`src/rtl/rdb_pkg.sv`:
```
package rdb_pkg;

    typedef enum logic [1:0] {
        ST_IDLE,
        ST_CHECK,
        ST_ACTIVE,
        ST_FAULT
    } commit_st_e;

    // control word bit positions
    localparam int CTL_COMMIT   = 0;
    localparam int CTL_LOCK     = 1;
    localparam int CTL_HOST     = 2;
    localparam int CTL_DONE     = 3;
    localparam int CTL_ERR      = 4;
    localparam int CTL_WAYS_LSB = 8;
    localparam int CTL_GRAN_LSB = 12;

    // register index inside one decoder window
    localparam logic [2:0] RG_BASE_LO = 3'd0;
    localparam logic [2:0] RG_BASE_HI = 3'd1;
    localparam logic [2:0] RG_SIZE_LO = 3'd2;
    localparam logic [2:0] RG_SIZE_HI = 3'd3;
    localparam logic [2:0] RG_CTRL    = 3'd4;
    localparam logic [2:0] RG_AUX_LO  = 3'd5;
    localparam logic [2:0] RG_AUX_HI  = 3'd6;

    localparam logic [3:0] GRAN_MAX = 4'd6;

    // residue modulo 3: 4 == 1 (mod 3), so sum the 2-bit digits
    function automatic logic [1:0] mod3_64(input logic [63:0] v);
        logic [7:0] s;
        s = 8'd0;
        for (int k = 0; k < 32; k++) begin
            s = s + 8'(v[2*k +: 2]);
        end
        return 2'(s % 8'd3);
    endfunction

    function automatic logic ways_legal(input logic [3:0] code,
                                        input logic cap3,
                                        input logic cap16,
                                        input int max_ways);
        case (code)
            4'd0, 4'd1, 4'd2: return 1'b1;
            4'd3:  return max_ways >= 8;
            4'd4:  return cap16 && (max_ways >= 16);
            4'd8:  return cap3 && (max_ways >= 3);
            4'd9:  return cap3 && (max_ways >= 6);
            4'd10: return cap3 && (max_ways >= 12);
            default: return 1'b0;
        endcase
    endfunction

    function automatic logic ways_divides(input logic [3:0] code,
                                          input logic [63:0] size);
        case (code)
            4'd0, 4'd1, 4'd2, 4'd3, 4'd4:
                return (size & ((64'd1 << code) - 64'd1)) == 64'd0;
            4'd8:  return mod3_64(size) == 2'd0;
            4'd9:  return !size[0] && (mod3_64(size) == 2'd0);
            4'd10: return (size[1:0] == 2'b00) && (mod3_64(size) == 2'd0);
            default: return 1'b0;
        endcase
    endfunction

endpackage

```
`src/rtl/rdb_cfg_check.sv`:
```
module rdb_cfg_check
    import rdb_pkg::*;
#(
    parameter bit CAP_3WAY  = 1'b1,
    parameter bit CAP_16WAY = 1'b0,
    parameter int MAX_WAYS  = 8
) (
    input  logic [3:0]  ways_code,
    input  logic [3:0]  gran_code,
    input  logic [63:0] size,
    output logic        cfg_ok
);

    logic ways_ok;
    logic gran_ok;
    logic size_ok;

    always_comb begin
        ways_ok = ways_legal(ways_code, CAP_3WAY, CAP_16WAY, MAX_WAYS);
        gran_ok = gran_code <= GRAN_MAX;
        size_ok = (size != 64'd0) && ways_divides(ways_code, size);
        cfg_ok  = ways_ok && gran_ok && size_ok;
    end

endmodule

```
`src/rtl/rdb_commit_fsm.sv`:
```
module rdb_commit_fsm
    import rdb_pkg::*;
#(
    parameter int COMMIT_CYCLES = 8
) (
    input  logic clk,
    input  logic rst_n,
    input  logic req_rise,
    input  logic req_clear,
    input  logic order_ok,
    input  logic cfg_ok,
    output logic committed,
    output logic error,
    output logic cfg_open
);

    localparam int            CW       = $clog2(COMMIT_CYCLES + 1);
    localparam logic [CW-1:0] CNT_LOAD = CW'(COMMIT_CYCLES - 1);

    commit_st_e    state_q, state_d;
    logic [CW-1:0] cnt_q, cnt_d;
    logic          order_q, order_d;

    // state register
    always_ff @(posedge clk or negedge rst_n) begin
        if (!rst_n) begin
            state_q <= ST_IDLE;
            cnt_q   <= '0;
            order_q <= 1'b0;
        end else begin
            state_q <= state_d;
            cnt_q   <= cnt_d;
            order_q <= order_d;
        end
    end

    // next state
    always_comb begin
        state_d = state_q;
        cnt_d   = cnt_q;
        order_d = order_q;
        unique case (state_q)
            ST_IDLE: begin
                if (req_rise) begin
                    state_d = ST_CHECK;
                    cnt_d   = CNT_LOAD;
                    order_d = order_ok;
                end
            end
            ST_CHECK: begin
                if (req_clear) begin
                    state_d = ST_IDLE;
                end else if (cnt_q == '0) begin
                    state_d = (order_q && cfg_ok) ? ST_ACTIVE : ST_FAULT;
                end else begin
                    cnt_d = cnt_q - 1'b1;
                end
            end
            ST_ACTIVE: begin
                if (req_clear) state_d = ST_IDLE;
            end
            ST_FAULT: begin
                if (req_clear) state_d = ST_IDLE;
            end
            default: state_d = ST_IDLE;
        endcase
    end

    // outputs
    always_comb begin
        committed = (state_q == ST_ACTIVE);
        error     = (state_q == ST_FAULT);
        cfg_open  = (state_q == ST_IDLE) || (state_q == ST_FAULT);
    end

endmodule

```
`src/rtl/rdb_slot.sv`:
```
module rdb_slot
    import rdb_pkg::*;
#(
    parameter int COMMIT_CYCLES = 8,
    parameter bit CAP_3WAY      = 1'b1,
    parameter bit CAP_16WAY     = 1'b0,
    parameter int MAX_WAYS      = 8
) (
    input  logic        clk,
    input  logic        rst_n,
    input  logic        wr_en,
    input  logic [2:0]  sel,
    input  logic [31:0] wdata,
    input  logic        prev_committed,
    output logic [31:0] rdata,
    output logic        committed,
    output logic        commit_req,
    output logic        locked,
    output logic [63:0] base,
    output logic [63:0] size,
    output logic [3:0]  ways
);

    logic [63:0] base_q, size_q, aux_q;
    logic        commit_q, lock_q, host_q;
    logic [3:0]  ways_q, gran_q;

    logic error, cfg_open, cfg_ok;
    logic ctrl_wr, field_wr, req_rise, req_clear;

    rdb_cfg_check #(
        .CAP_3WAY (CAP_3WAY),
        .CAP_16WAY(CAP_16WAY),
        .MAX_WAYS (MAX_WAYS)
    ) i_check (
        .ways_code(ways_q),
        .gran_code(gran_q),
        .size     (size_q),
        .cfg_ok   (cfg_ok)
    );

    rdb_commit_fsm #(
        .COMMIT_CYCLES(COMMIT_CYCLES)
    ) i_fsm (
        .clk      (clk),
        .rst_n    (rst_n),
        .req_rise (req_rise),
        .req_clear(req_clear),
        .order_ok (prev_committed),
        .cfg_ok   (cfg_ok),
        .committed(committed),
        .error    (error),
        .cfg_open (cfg_open)
    );

    always_comb begin
        ctrl_wr   = wr_en && (sel == RG_CTRL) && !(committed && lock_q);
        field_wr  = wr_en && cfg_open;
        req_rise  = ctrl_wr && wdata[CTL_COMMIT] && !commit_q;
        req_clear = ctrl_wr && !wdata[CTL_COMMIT] && commit_q;
    end

    always_ff @(posedge clk or negedge rst_n) begin
        if (!rst_n) begin
            base_q   <= '0;
            size_q   <= '0;
            aux_q    <= '0;
            commit_q <= 1'b0;
            lock_q   <= 1'b0;
            host_q   <= 1'b0;
            ways_q   <= '0;
            gran_q   <= '0;
        end else begin
            if (field_wr) begin
                case (sel)
                    RG_BASE_LO: base_q[31:0]  <= wdata;
                    RG_BASE_HI: base_q[63:32] <= wdata;
                    RG_SIZE_LO: size_q[31:0]  <= wdata;
                    RG_SIZE_HI: size_q[63:32] <= wdata;
                    RG_AUX_LO:  aux_q[31:0]   <= wdata;
                    RG_AUX_HI:  aux_q[63:32]  <= wdata;
                    default: ;
                endcase
            end
            if (ctrl_wr) begin
                commit_q <= wdata[CTL_COMMIT];
                lock_q   <= wdata[CTL_LOCK];
                if (cfg_open) begin
                    host_q <= wdata[CTL_HOST];
                    ways_q <= wdata[CTL_WAYS_LSB +: 4];
                    gran_q <= wdata[CTL_GRAN_LSB +: 4];
                end
            end
        end
    end

    always_comb begin
        case (sel)
            RG_BASE_LO: rdata = base_q[31:0];
            RG_BASE_HI: rdata = base_q[63:32];
            RG_SIZE_LO: rdata = size_q[31:0];
            RG_SIZE_HI: rdata = size_q[63:32];
            RG_CTRL:    rdata = {16'd0, gran_q, ways_q, 3'd0,
                                 error, committed, host_q, lock_q, commit_q};
            RG_AUX_LO:  rdata = aux_q[31:0];
            RG_AUX_HI:  rdata = aux_q[63:32];
            default:    rdata = 32'd0;
        endcase
    end

    assign commit_req = commit_q;
    assign locked     = lock_q;
    assign base       = base_q;
    assign size       = size_q;
    assign ways       = ways_q;

endmodule

```
`src/rtl/range_decoder_bank.sv`:
```
module range_decoder_bank
    import rdb_pkg::*;
#(
    parameter int NUM_DEC       = 4,
    parameter int COMMIT_CYCLES = 8,
    parameter bit ENDPOINT      = 1'b0,
    parameter bit CAP_3WAY      = 1'b1,
    parameter bit CAP_16WAY     = 1'b0,
    parameter int ADDR_W        = $clog2(8 * (NUM_DEC + 1))
) (
    input  logic              clk,
    input  logic              rst_n,
    input  logic              reg_wr,
    input  logic [ADDR_W-1:0] reg_addr,
    input  logic [31:0]       reg_wdata,
    output logic [31:0]       reg_rdata
);

    localparam int BW        = ADDR_W - 3;
    localparam int TGT_COUNT = ENDPOINT ? 0 : 8;
    localparam int MAX_WAYS  = ENDPOINT ? 16 : TGT_COUNT;
    localparam logic [31:0] CAP_WORD = {21'd0, ENDPOINT, CAP_16WAY, CAP_3WAY,
                                        4'(TGT_COUNT), 4'(NUM_DEC)};

    logic [BW-1:0] blk;
    logic [2:0]    sel;

    logic [NUM_DEC-1:0]       dec_committed;
    logic [NUM_DEC-1:0]       dec_req;
    logic [NUM_DEC-1:0]       dec_lock;
    logic [NUM_DEC-1:0][63:0] dec_base;
    logic [NUM_DEC-1:0][63:0] dec_size;
    logic [NUM_DEC-1:0][3:0]  dec_ways;
    logic [31:0]              slot_rdata [NUM_DEC];

    assign blk = reg_addr[ADDR_W-1:3];
    assign sel = reg_addr[2:0];

    for (genvar i = 0; i < NUM_DEC; i++) begin : g_slot
        logic wr_hit;
        logic prev_ok;

        assign wr_hit = reg_wr && (blk == BW'(i + 1));

        if (i == 0) begin : g_first
            assign prev_ok = 1'b1;
        end else begin : g_chain
            assign prev_ok = dec_committed[i-1];
        end

        rdb_slot #(
            .COMMIT_CYCLES(COMMIT_CYCLES),
            .CAP_3WAY     (CAP_3WAY),
            .CAP_16WAY    (CAP_16WAY),
            .MAX_WAYS     (MAX_WAYS)
        ) i_slot (
            .clk           (clk),
            .rst_n         (rst_n),
            .wr_en         (wr_hit),
            .sel           (sel),
            .wdata         (reg_wdata),
            .prev_committed(prev_ok),
            .rdata         (slot_rdata[i]),
            .committed     (dec_committed[i]),
            .commit_req    (dec_req[i]),
            .locked        (dec_lock[i]),
            .base          (dec_base[i]),
            .size          (dec_size[i]),
            .ways          (dec_ways[i])
        );
    end

    always_comb begin
        reg_rdata = 32'd0;
        if (blk == '0) begin
            if (sel == 3'd0) reg_rdata = CAP_WORD;
        end else begin
            for (int i = 0; i < NUM_DEC; i++) begin
                if (blk == BW'(i + 1)) reg_rdata = slot_rdata[i];
            end
        end
    end

endmodule

```
`config.mk`:
```
export PLATFORM = sky130hd
export DESIGN_NAME = range_decoder_bank
export DESIGN_NICKNAME = d
export VERILOG_FILES = /design/src/rtl/rdb_pkg.sv /design/src/rtl/rdb_cfg_check.sv /design/src/rtl/rdb_commit_fsm.sv /design/src/rtl/rdb_slot.sv /design/src/rtl/range_decoder_bank.sv
export SDC_FILE = /design/constraint.sdc
export NUM_CORES = 2
export LEC_CHECK = 0
export BUFFER_PORTS_ARGS = -buffer_cell sky130_fd_sc_hd__buf_2
export CORE_UTILIZATION = 35
export CTS_CLUSTER_DIAMETER = 30
export DETAILED_ROUTE_END_ITERATION = 16
export GPL_TIMING_DRIVEN = 0
export HOLD_SLACK_MARGIN = 0.08
export PLACE_DENSITY_LB_ADDON = 0.05
export SETUP_SLACK_MARGIN = 0.05
export SYNTH_ARGS = -nofsm -noshare
export SYNTH_HDL_FRONTEND = slang
export SYNTH_HIERARCHICAL = 1
export SYNTH_SLANG_ARGS = --single-unit
```
`constraint.sdc`:
```
create_clock -name clk -period 11.28 [get_ports clk]
set_input_delay 0.564 -clock clk [delete_from_list [all_inputs] [get_ports clk]]
set_output_delay 0.564 -clock clk [all_outputs]
set_load 0.02 [all_outputs]
```
==> results.toml <==
[job]
drv_cap = 0

[worst_setup_path]
critical-path-top-delay-family = "adder cells"
path_common_cell = "fa_1"
criticalPathCategory = "reg2reg"
slowest_delay_ns = 0.56
r2r_cells = 39
end_kind = "flop"
worstSetupStartpointType = "flop"
cp_max_fo = 10
cp.depth = 39
arrival_ns = 11.25
slowest_stage = "fa_1"
crit_buf_inv = 8
critical_path_required_ns = 12.00

[clocking]
cts_buffer_depth = 3
post-cts-setup-buffers = 0
clock-root-buffer = "clkbuf_16"
cts_tree = "done"
cts_buffers = 236
cts_sinks = 840
clkLatencyLatePin_ns = 0.84
clk_pin_slew_ns = 0.04
cts_max_level = 4

[timing]
rsz0062_at_grt = "no"
max_freq_ghz = 0.0950
finalSetupViolCount = 0
final-max-slew-violation-count = 0
slew_headroom_pct = 3.81
fin_setup_tns_ns = 0
tightestPinTransition_ns = 1.44
hold_viol_final = 0
timing.hold.ws_ns = 0.266
min_period_over_period_pct = 93.4
worst_clock_skew_ns = 0.0377
finalCriticalPeriod_ns = 10.53

[logic_synthesis]
syn_area_per_cell_um2 = 11.8
yosys_most_used_dff = "dfrtp_1"
yosys_warnings = 6
seq_area_frac_synth_pct = 40.2
yosys.area.top_type_share_pct = 40.2
synth_commonest_cells = "mux2_2 (858), dfrtp_1 (840), inv_1 (404)"
synth-edff-count = 0
synth_top_area_cell = "dfrtp_1"
ys_ff_latch = 840
synth.most_common_cell = "mux2_2"
synth_area_um2 = 52200
async_flop_share_pct = 100
yosysUniqueCellTypes = 111
syn_inst = 4441
syn_nets = 4814
synth_area_leaders = "dfrtp_1 (40%), mux2_2 (18%), fa_1 (9.2%)"

[cells_and_area]
final_nets = 5132
drive_gt1_share_pct = 32.8
stdcell_area_um2 = 63800
nFillCells = 14124
syn2layout_area_growth_pct = 22.2

[detailed_routing]
vias_per_cell = 5.64
drt_first_iter_violations = 3078
drc_errors = 0
drt-total-wl_um = 200000
first_pass_iters = 5
ant_nets = 0
wl_per_cell_um = 29.1
via_count = 38875

[grt]
grt_start_max_net_pins = 106
grt_pass1_vias = 39631
antenna_found_initial = 18
grt_pass1_wl_um = 292000
grt_usage_pct = 26.7
grt.overflow.total = 0

[placement]
dp_hpwl_um = 143000
gp_congestion = 0.898
placed_area_um2 = 55300
portBuffers = 70

[min_path]
hold_class = "in2async"

[run_status]
status = "completed"

[floorplan]
row_count = 141
die-height_um = 388
ios = 73
coreArea_um2 = 148000
start_util_pct = 35.3
dieArea_um2 = 151000
die_w_um = 388
## cell type report
class	count	area (um^2)	share of cell area, %
clock inverters	129	1960	3.07
well taps	1930	2410	3.78
repair buffers	80	618	0.968
diodes	4	10.0	0.0157
flip-flops and latches	840	21000	32.9
clock buffers	311	6590	10.3
inverters	409	1540	2.40
multi-input cells	2938	28300	44.3
plain buffers	254	1400	2.18
## cells in the final DEF, fill, tap and decap left out, types with 104 or more instances in the layout
cell type | netlist | final
buf_2 | 82 | 151
a21oi_1 | 109 | 109
mux2_1 | 106 | 106
mux2_2 | 858 | 858
nand3_1 | 104 | 104
nand2_1 | 115 | 115
mux2i_1 | 134 | 134
clkbuf_16 | 0 | 236
clkbuf_1 | 77 | 112
inv_1 | 404 | 404
dfrtp_1 | 840 | 840
fa_1 | 240 | 240
## routing by layer
metal  vias up  wire length (um)  track usage [%]
met5         -                23                0
met4         4              5310             7.72
met3       263             11300             4.81
met2      1139             88300             39.7
met1     20538             95500             39.3
li1      16931                 -                -
## sequential cells by signal, summed over array words and instances (netlist names)
signal,flops
g_slot.i_slot/aux_q,256
g_slot.i_slot/base,256
g_slot.i_slot/size,256
g_slot.i_slot/gran_q,16
g_slot.i_slot/i_fsm/cnt_q,16
g_slot.i_slot/ways,16
g_slot.i_slot/i_fsm/state_q,8
g_slot.i_slot/commit_req,4
g_slot.i_slot/host_q,4
g_slot.i_slot/i_fsm/order_q,4
g_slot.i_slot/locked,4
## timing repair
item	4_1_cts	5_1_grt
setup endpoints to repair	0	1
gates resized for setup	0	2
hold endpoints to repair	63	0
hold buffers	1	0
## path summary, 6_finish.rpt
kind / start / endpoint / slack, ns
max in group asynchronous: rst_n / g_slot[0].i_slot/aux_q[37]$_DFFE_PN0P_ / 9.19
min in group clk: reg_wr / g_slot[3].i_slot/locked$_DFFE_PN0N_ / 0.43
worst min-delay path: rst_n / g_slot[2].i_slot/size[0]$_DFFE_PN0P_ / 0.27
worst max-delay path: g_slot[3].i_slot/size[29]$_DFFE_PN0P_ / g_slot[3].i_slot/i_fsm/state_q[0]$_DFFE_PN0P_ / 0.75
worst min register to register: g_slot[3].i_slot/aux_q[60]$_DFFE_PN0P_ / g_slot[3].i_slot/aux_q[60]$_DFFE_PN0P_ / 0.48
worst max register to register: g_slot[3].i_slot/size[29]$_DFFE_PN0P_ / g_slot[3].i_slot/i_fsm/state_q[0]$_DFFE_PN0P_ / 0.75
## per-stage QoR
step / std cells / utilization [%] / setup WS (ns)
after floorplan: 4441 / - / 2.04
after global placement: 6441 / 37.2 / -10.54
after detailed placement: 6450 / 37.3 / 0.478
after CTS: 6891 / 43.1 / 0.429
after global routing: 6891 / 43.1 / 0.166
final: 6895 / 43.1 / 0.749
## cell families after synthesis
group                    synth area share, %
multiplexers                            23.4
flip-flops                              40.2
AO/OA/AOI/OAI                           10.6
AND/OR/NAND/NOR                         8.14
buffers and inverters                   5.61
adder cells (fa/ha/maj)                 11.4
XOR/XNOR                               0.560
other                                0.00718
Power is not shown: default switching activity piles up to over one toggle a cycle in this logic, so the estimate is an artifact.
